===== src/rtl/rs_pkg.sv =====
package rs_pkg;

    typedef enum logic [1:0] {
        ST_IDLE   = 2'd0,
        ST_PRIME  = 2'd1,
        ST_STREAM = 2'd2,
        ST_FINISH = 2'd3
    } rs_state_e;

endpackage


===== src/rtl/rs_ctrl.sv =====
module rs_ctrl
    import rs_pkg::*;
(
    input  logic clk,
    input  logic rst,
    input  logic eng_idle,
    input  logic rd_req,
    input  logic go_req,
    input  logic word_end,
    input  logic last_word,
    output logic load,
    output logic step,
    output logic mem_ren,
    output logic addr_ahead,
    output logic beat_vld,
    output logic done
);

    rs_state_e state, nxt;
    logic      accept;

    assign accept = eng_idle && rd_req && !go_req;

    // state register
    always_ff @(posedge clk) begin
        if (rst) state <= ST_IDLE;
        else     state <= nxt;
    end

    // transitions
    always_comb begin
        nxt = state;
        unique case (state)
            ST_IDLE:   if (accept) nxt = ST_PRIME;
            ST_PRIME:  nxt = ST_STREAM;
            ST_STREAM: if (word_end && last_word) nxt = ST_FINISH;
            ST_FINISH: nxt = ST_IDLE;
        endcase
    end

    // outputs
    always_comb begin
        load       = 1'b0;
        step       = 1'b0;
        mem_ren    = 1'b0;
        addr_ahead = 1'b0;
        beat_vld   = 1'b0;
        done       = 1'b0;
        unique case (state)
            ST_IDLE:   load = accept;
            ST_PRIME:  mem_ren = 1'b1;
            ST_STREAM: begin
                step       = 1'b1;
                addr_ahead = 1'b1;
                beat_vld   = !rst;
                mem_ren    = word_end && !last_word;
            end
            ST_FINISH: done = !rst;
        endcase
    end

    // without an accept condition the controller stays in IDLE
    a_r1_idle_needs_accept: assert property (@(posedge clk) disable iff (rst)
        (state == ST_IDLE && !(eng_idle && rd_req && !go_req)) |=> (state == ST_IDLE));

    // the fetch cycle is followed by streaming
    a_r5_prime_then_stream: assert property (@(posedge clk) disable iff (rst)
        (state == ST_PRIME) |=> (state == ST_STREAM));

    // done only follows the last beat of the last word
    a_r6_finish_after_last: assert property (@(posedge clk) disable iff (rst)
        (state == ST_FINISH) |-> ($past(state) == ST_STREAM && $past(word_end) && $past(last_word)));

    // streaming cannot be restarted by a new request
    a_r7_no_reload_busy: assert property (@(posedge clk) disable iff (rst)
        (state != ST_IDLE) |-> !load);

endmodule


===== src/rtl/rs_cursor.sv =====
module rs_cursor #(
    parameter int SLOT_W = 5,
    parameter int VALUES = 16,
    parameter int BEATS  = 2,
    parameter int ADDR_W = 9,
    localparam int IDX_W  = (VALUES > 1) ? $clog2(VALUES) : 1,
    localparam int BSEL_W = (BEATS > 1) ? $clog2(BEATS) : 1
) (
    input  logic              clk,
    input  logic              rst,
    input  logic              load,
    input  logic [SLOT_W-1:0] slot_in,
    input  logic              step,
    input  logic              addr_ahead,
    output logic [ADDR_W-1:0] mem_addr,
    output logic [BSEL_W-1:0] beat_sel,
    output logic              word_end,
    output logic              last_word
);

    logic [SLOT_W-1:0] slot_q;
    logic [IDX_W-1:0]  word_q;
    logic [BSEL_W-1:0] beat_q;
    logic [IDX_W-1:0]  fetch_idx;

    always_ff @(posedge clk) begin
        if (rst) begin
            slot_q <= '0;
            word_q <= '0;
            beat_q <= '0;
        end else if (load) begin
            slot_q <= slot_in;
            word_q <= '0;
            beat_q <= '0;
        end else if (step) begin
            if (word_end) begin
                beat_q <= '0;
                word_q <= word_q + 1'b1;
            end else begin
                beat_q <= beat_q + 1'b1;
            end
        end
    end

    assign word_end  = (beat_q == BSEL_W'(BEATS - 1));
    assign last_word = (word_q == IDX_W'(VALUES - 1));
    assign fetch_idx = addr_ahead ? word_q + 1'b1 : word_q;
    assign mem_addr  = ADDR_W'(slot_q) * ADDR_W'(VALUES) + ADDR_W'(fetch_idx);
    assign beat_sel  = beat_q;

    // latched slot changes only on acceptance
    a_r2_slot_held: assert property (@(posedge clk) disable iff (rst)
        !load |=> $stable(slot_q));

    // the word index holds until all beats of a word are sent
    a_r4_word_held_midword: assert property (@(posedge clk) disable iff (rst)
        (step && !word_end && !load) |=> $stable(word_q));

endmodule


===== src/rtl/rs_lane.sv =====
module rs_lane #(
    parameter int BEAT_W = 9,
    parameter int BEATS  = 2,
    localparam int WORD_W = BEAT_W * BEATS,
    localparam int BSEL_W = (BEATS > 1) ? $clog2(BEATS) : 1
) (
    input  logic [WORD_W-1:0] word_in,
    input  logic [BSEL_W-1:0] beat_sel,
    input  logic              vld,
    output logic [BEAT_W-1:0] beat_out
);

    logic [BEAT_W-1:0] slices [BEATS];

    for (genvar b = 0; b < BEATS; b++) begin : g_slice
        assign slices[b] = word_in[b*BEAT_W +: BEAT_W];
    end

    always_comb begin
        beat_out = '0;
        if (vld) begin
            for (int b = 0; b < BEATS; b++) begin
                if (beat_sel == BSEL_W'(b)) beat_out = slices[b];
            end
        end
    end

endmodule


===== src/rtl/rdout_serializer.sv =====
module rdout_serializer #(
    parameter int SLOTS  = 32,
    parameter int ROWS   = 4,
    parameter int COLS   = 4,
    parameter int BEAT_W = 9,
    parameter int BEATS  = 2,
    localparam int VALUES = ROWS * COLS,
    localparam int SLOT_W = $clog2(SLOTS),
    localparam int ADDR_W = $clog2(SLOTS * VALUES),
    localparam int WORD_W = BEAT_W * BEATS,
    localparam int BSEL_W = (BEATS > 1) ? $clog2(BEATS) : 1
) (
    input  logic              clk,
    input  logic              rst,
    input  logic              eng_idle,
    input  logic              rd_req,
    input  logic              go_req,
    input  logic [SLOT_W-1:0] slot_sel,
    input  logic [WORD_W-1:0] mem_rdata,
    output logic [ADDR_W-1:0] mem_addr,
    output logic              mem_ren,
    output logic [BEAT_W-1:0] beat_data,
    output logic              beat_vld,
    output logic              done
);

    logic              load, step, addr_ahead, word_end, last_word;
    logic [BSEL_W-1:0] beat_sel;

    rs_ctrl u_ctrl (
        .clk        (clk),
        .rst        (rst),
        .eng_idle   (eng_idle),
        .rd_req     (rd_req),
        .go_req     (go_req),
        .word_end   (word_end),
        .last_word  (last_word),
        .load       (load),
        .step       (step),
        .mem_ren    (mem_ren),
        .addr_ahead (addr_ahead),
        .beat_vld   (beat_vld),
        .done       (done)
    );

    rs_cursor #(
        .SLOT_W (SLOT_W),
        .VALUES (VALUES),
        .BEATS  (BEATS),
        .ADDR_W (ADDR_W)
    ) u_cursor (
        .clk        (clk),
        .rst        (rst),
        .load       (load),
        .slot_in    (slot_sel),
        .step       (step),
        .addr_ahead (addr_ahead),
        .mem_addr   (mem_addr),
        .beat_sel   (beat_sel),
        .word_end   (word_end),
        .last_word  (last_word)
    );

    rs_lane #(
        .BEAT_W (BEAT_W),
        .BEATS  (BEATS)
    ) u_lane (
        .word_in  (mem_rdata),
        .beat_sel (beat_sel),
        .vld      (beat_vld),
        .beat_out (beat_data)
    );

    // a prefetch during streaming happens only on a word's final beat
    a_r3_prefetch_on_final_beat: assert property (@(posedge clk) disable iff (rst)
        (mem_ren && beat_vld) |-> (beat_sel == BSEL_W'(BEATS - 1)));

    // done and a beat never coincide
    a_r6_done_apart: assert property (@(posedge clk) disable iff (rst)
        !(done && beat_vld));

endmodule


===== config.mk =====
export PLATFORM = sky130hd
export DESIGN_NAME = rdout_serializer
export DESIGN_NICKNAME = d
export VERILOG_FILES = /design/src/rtl/rs_pkg.sv /design/src/rtl/rs_ctrl.sv /design/src/rtl/rs_cursor.sv /design/src/rtl/rs_lane.sv /design/src/rtl/rdout_serializer.sv
export SDC_FILE = /design/constraint.sdc
export NUM_CORES = 1
export LEC_CHECK = 0
export CORE_MARGIN = 2
export CORE_UTILIZATION = 35
export CTS_BUF_LIST = sky130_fd_sc_hd__clkbuf_2
export CTS_CLUSTER_SIZE = 20
export DETAILED_ROUTE_END_ITERATION = 8
export GPL_ROUTABILITY_DRIVEN = 1
export HOLD_SLACK_MARGIN = 0.02
export PLACE_DENSITY = 0.75
export SYNTH_ARGS = -nofsm -noshare
export SYNTH_HDL_FRONTEND = slang
export SYNTH_HIERARCHICAL = 1
export SYNTH_SLANG_ARGS = --single-unit

===== constraint.sdc =====
create_clock -name clk -period 1.8 [get_ports clk]
set_input_delay 0.36 -clock clk [delete_from_list [all_inputs] [get_ports clk]]
set_output_delay 0.36 -clock clk [all_outputs]
set_load 0.1 [all_outputs]

# Word-level counts from Yosys, hierarchy flattened
# Cells that the tools add are included.
# W data, S select, Z words.
totals:
  register_bits: 12
  input_bits: 28
  output_inout_bits: 21
op_classes:
  n_addsub: 3
  eq_ne: 6
  mux: 12
  reduce_logical: 11
op_table:
  columns: ["cell", "count"]
  rows:
  - ["$mux W9", 2]
  - ["$add A9 B4 Y9", 1]
  - ["$pmux W2 S4", 1]
  - ["$mux W1", 5]
  - ["$add A4 B1 Y4 const B", 1]
  - ["$eq A2 B2 Y1 const B", 2]
  - ["$eq A4 B4 Y1 const B", 1]
  - ["$logic_and A1 B1 Y1", 4]
  - ["$mux W2", 2]
  - ["$mux W4", 1]
  - ["$ne A2 B1 Y1 const B", 2]
  - ["$reduce_and A2 Y1", 2]
  - ["$logic_not A1 Y1", 3]
  - ["$eq A2 B1 Y1 const B", 1]
  - ["$logic_not A2 Y1", 1]
  - ["$pmux W1 S2", 1]
  - ["$reduce_or A2 Y1", 1]
  - ["$add A1 B1 Y1 const B", 1]

# Depth between registers and ports, before layout
logic_depth:
  word_depth: 4
  depth_mapped: 7
  ltp_nobuf: 6

# By module
# Netlist, hierarchy kept.
modules_own_cells:
  columns: ["module", "instances", "cells_each", "area_per_inst_um2", "seq_area_each_um2"]
  rows:
  - ["rs_cursor", 1, 46, 441.7, 200.2]
  - ["rs_ctrl", 1, 26, 257.7, 40.0]
  - ["rs_lane", 1, 19, 157.7, 0.0]

# Worst setup path before layout
# Ideal clock, no wire load.
synth_timing:
  path_type: "flip-flop to output port"
  from: "register u_ctrl.state[0]"
  to: "output beat_data[0]"
  arrival_time_ns: 3.671
  required_time_ns: 1.440
  slack_ns: -2.231
  stages_incl_launch_ff: 5
  path_buffers: 0
  cell_sequence: "dfxtp_1 -> inv_1 -> ha_1 -> nor2b_1 -> nor2b_1"
synth_via:
  elab_chain_cells: 3
synth_lines:
  columns: ["item", "line", "text"]
  rows:
  - ["start: declaration", "rs_ctrl.sv:19", "rs_state_e state, nxt;"]
  - ["start signal: assignment", "rs_ctrl.sv:27", "else state <= nxt;"]
  - ["$eq A2 B2 Y1", "rs_ctrl.sv:49", "unique case (state)"]
  - ["$mux W1", "rs_ctrl.sv:49", null]
  - ["via beat_vld", "rdout_serializer.sv:23", "output logic beat_vld,"]
  - ["$mux W9", "rs_lane.sv:21", "if (vld) begin"]
  - ["end: declaration", "rdout_serializer.sv:22", "output logic [BEAT_W-1:0] beat_data,"]
# The timed path passes the listed nets, and every way through them passes these cells.

# Worst setup path after layout
layout_timing:
  from: "register u_cursor.word_q[1]"
  to: "output mem_addr[3]"
layout_via:
  elab_chain_cells: 3
layout_lines:
  columns: ["item", "line", "text"]
  rows:
  - ["start: declaration", "rs_cursor.sv:22", "logic [IDX_W-1:0] word_q;"]
  - ["start signal: assignment", "rs_cursor.sv:38", "word_q <= word_q + 1'b1;"]
  - ["$add A4 B1 Y4", "rs_cursor.sv:47", "assign fetch_idx = addr_ahead ? word_q + 1'b1 : word_q;"]
  - ["$mux W4 (*)", "rs_cursor.sv:47", null]
  - ["$add A9 B4 Y9 (*)", "rs_cursor.sv:48", "assign mem_addr = ADDR_W'(slot_q) * ADDR_W'(VALUES) + ADDR_W'(fetch_idx);"]
  - ["end: declaration", "rdout_serializer.sv:20", "output logic [ADDR_W-1:0] mem_addr,"]
# Mark *: on every way between the ends. The rest lies on a longest branch, timed or not.

==> impl_metrics.env <==
export IMPL_dieArea_um2=2860
export IMPL_crit_required_ns=1.44
export IMPL_syn_to_final_growth_pct=123
export IMPL_switching_share=0.449
export IMPL_ant_nets=0
export IMPL_hold_path_class="flop to flop"
export IMPL_overflow=0
export IMPL_max_clock_path_buffers=2
export IMPL_syn_num_nets=126
export IMPL_root_buffer="clkbuf_2"
export IMPL_combinationalPowerShare=0.670
export IMPL_leakage_nw=0.724
export IMPL_fin_ws_ns=-0.0619
export IMPL_fp_coreArea_um2=2250
export IMPL_seq_area_um2=251
export IMPL_gr_usage_all_layers=0.212
export IMPL_reg2reg_from="u_ctrl/state[0]"
export IMPL_dr_total_vias=895
export IMPL_synth_warnings=6
export IMPL_synth_cell_types=27
export IMPL_worstMarginPinSlew_ns=0.278
export IMPL_worstPathMaxFanout=4
export IMPL_route_detailed_drc=0
export IMPL_fill_cells=128
export IMPL_relSlewSlack=0.809
export IMPL_die_w_um=53.5
export IMPL_power_density_nw_per_um2=758
export IMPL_ys_ff_latch=12
export IMPL_skew_ns=0.00108
export IMPL_min_period_ns=1.86
export IMPL_synth_area_um2=857
export IMPL_netlist_instances=91
export IMPL_worstHoldEndpoint="u_cursor/word_q[3]"
export IMPL_p_sw_mw=0.651
export IMPL_total_power_mw=1.45
export IMPL_avgSynthCellArea_um2=9.42
export IMPL_r2r_cells=8
export IMPL_synth_seq_area_share=0.280
export IMPL_synth_top_area_cell="dfxtp_1"
export IMPL_period_share=1.03
export IMPL_power_frac_seq=0.236
export IMPL_hold_depth=2
export IMPL_min_delay_start="u_cursor/word_q[3]"
export IMPL_max_freq_mhz=537
export IMPL_ioPinCount=49
export IMPL_initial_core_util=0.380
export IMPL_multi_input_area_um2=764
export IMPL_hold_viol_final=0
export IMPL_antenna_found_initial=0
export IMPL_viasPerCell=4.92
export IMPL_rsz0062_at_grt="yes"
export IMPL_run_status="finished with violations"
export IMPL_first_pass_iters=4
export IMPL_cts_sinks=12
export IMPL_whs_ns=0.546
export IMPL_cts_hold_buf=0
export IMPL_cap_viol_max_count=0
export IMPL_numPortBuffers=48
export IMPL_intPower_mw=0.799
export IMPL_nets=190
export IMPL_grt_max_degree=13
export IMPL_place_gp_congestion=0.795
export IMPL_finalSetupViolations=12
export IMPL_crit_type="flop to output pin"
export IMPL_cts_htree_levels=1
export IMPL_netlist_area_leader_share=0.280
export IMPL_end_kind="output pin"
export IMPL_avgRoutedWirePerCell_um=14.0
export IMPL_ir_drop_mv=0.552
export IMPL_rows=17
export IMPL_reg2reg_to="u_cursor/slot_q[4]"
export IMPL_maxSlewViolCount=0
export IMPL_clkTransAtPathRegs_ns=0.12
export IMPL_hpwl_um=2010
export IMPL_arrival_ns=1.50
export IMPL_drive_gt1_frac=0.455
export IMPL_yosys_top_cells_area="dfxtp_1 (28%), mux2i_1 (19%), ha_1 (10%)"
export IMPL_grt_pass1_wl_um=4310
export IMPL_dp_slack_ns=-0.0969
export IMPL_die_y_um=53.5
export IMPL_grt_pass1_vias=1038
export IMPL_violations="negative setup slack"
export IMPL_r2r_slack_ns=0.28
export IMPL_start_kind="flop"
export IMPL_cts_tree="done"
export IMPL_drtIter0Drc=2
export IMPL_num_antenna_cells=0
export IMPL_insertion_delay_ns=0.26
export IMPL_p_clk_frac=0.094
export IMPL_finalWirelength_um=2550
export IMPL_numCtsBuffers=3
-- through the flow --
step	TNS, ns	utilization	area [um2]	std cells
final	-0.386	0.849	1910	182
after global routing	-1.38	0.849	1910	182
after CTS	-0.746	0.844	1900	181
after detailed placement	-0.822	0.790	1780	169
after global placement	-0.542	0.790	1780	169
after floorplan	-3.56	-	1030	91
-- power by group through the flow --
stage	clock, mW	sequential [mW]	combinational (mW)
2_1_floorplan	0	0.388	0.570
4_1_cts	0.145	0.342	0.965
6_report	0.136	0.343	0.972
3_3_place_gp	0	0.343	0.884
3_5_place_dp	0	0.345	0.900
5_1_grt	0.159	0.346	1.02
-- how the worst max path moves through the flow --
stage	start	endpoint	cells after the start
final	u_cursor/word_q[1]	mem_addr[3]	5
after global routing	u_ctrl/state[0]	mem_addr[3]	5
after CTS	u_cursor/word_q[1]	mem_ren	5
after detailed placement	rst	beat_data[4]	4
after global placement	rst	beat_data[1]	4
after floorplan	u_ctrl/state[0]	beat_data[0]	4
-- cells in the mapped netlist, drive strengths merged --
cell type / instances
nand3: 3
inv: 3
a21oi: 2
o21ai: 1
xor2: 3
or2: 1
nand2b: 3
and3b: 1
a22oi: 1
nand2: 4
nor2b: 11
o21a: 1
mux2: 1
nor2: 9
and3: 1
xnor2: 3
dfxtp: 12
nand3b: 1
nand4: 1
o21bai: 1
ha: 7
mux2i: 16
or3: 1
buf: 4
-- cells in the final DEF (no fill, tap or decap), drive strengths merged --
cell / instances
xnor2: 3
and3b: 1
o21bai: 1
inv: 3
o21ai: 1
clkinv: 1
mux2i: 16
nand3b: 1
clkbuf: 3
a21oi: 2
or2: 1
or3: 1
nor2b: 11
dfxtp: 12
clkdlybuf4s50: 27
ha: 7
nand3: 3
xor2: 3
nor2: 9
nand4: 1
a22oi: 1
buf: 36
mux2: 1
nand2: 4
o21a: 1
and3: 1
nand2b: 3
-- what timing repair did --
item / 4_1_cts / 5_1_grt
resized for setup: 10 / 1
gates cloned: 0 / 0
pin swaps: 5 / 3
setup endpoints to repair: 13 / 14
buffers inserted: 8 / 1
-- routing by layer --
metal | wire, um | part of all wire | vias up | track usage
met1 | 903 | 0.35 | 420 | 0.194
met3 | 184 | 0.072 | 6 | 0.0650
met2 | 1380 | 0.54 | 41 | 0.412
met5 | 0 | 0 | - | 0
met4 | 76 | 0.030 | 0 | 0.103
li1 | - | - | 428 | -
-- layout make-up --
| type | count | share of cell area |
|---|---|---|
| multi-input cells | 72 | 0.399 |
| flip-flops and latches | 12 | 0.131 |
| inverters | 3 | 0.00850 |
| well taps | 28 | 0.0183 |
| clock inverters | 1 | 0.00196 |
| clock buffers | 3 | 0.00784 |
| repair buffers | 63 | 0.433 |
-- cell families (layout without fill, tap and decap cells) --
logic type                 Yosys count  count (layout)  share of synthesized area
and+or+nand+nor                     36              36                      0.247
adders and majority gates            7               7                      0.102
AOI/OAI and AO/OA                    6               6                     0.0599
buffers and inverters                7              70                     0.0496
muxes                               17              17                      0.200
DFF                                 12              12                      0.280
xor gates and xnor gates             6               6                     0.0613
-- critical path, cell delays in order, from the launching register on --
cell and delay [ns]:
dfxtp_2 0.37, buf_4 0.12, buf_4 0.12, nand4_1 0.21, xnor2_4 0.23, buf_12 0.20
-- sequential cells by signal, indices dropped and copies added (netlist names) --
| name | cells |
|---|---|
| u_cursor/beat_sel | 1 |
| u_cursor/slot_q | 5 |
| u_cursor/word_q | 4 |
| u_ctrl/state | 2 |
No activity file was read; power rests on OpenSTA's default activity.
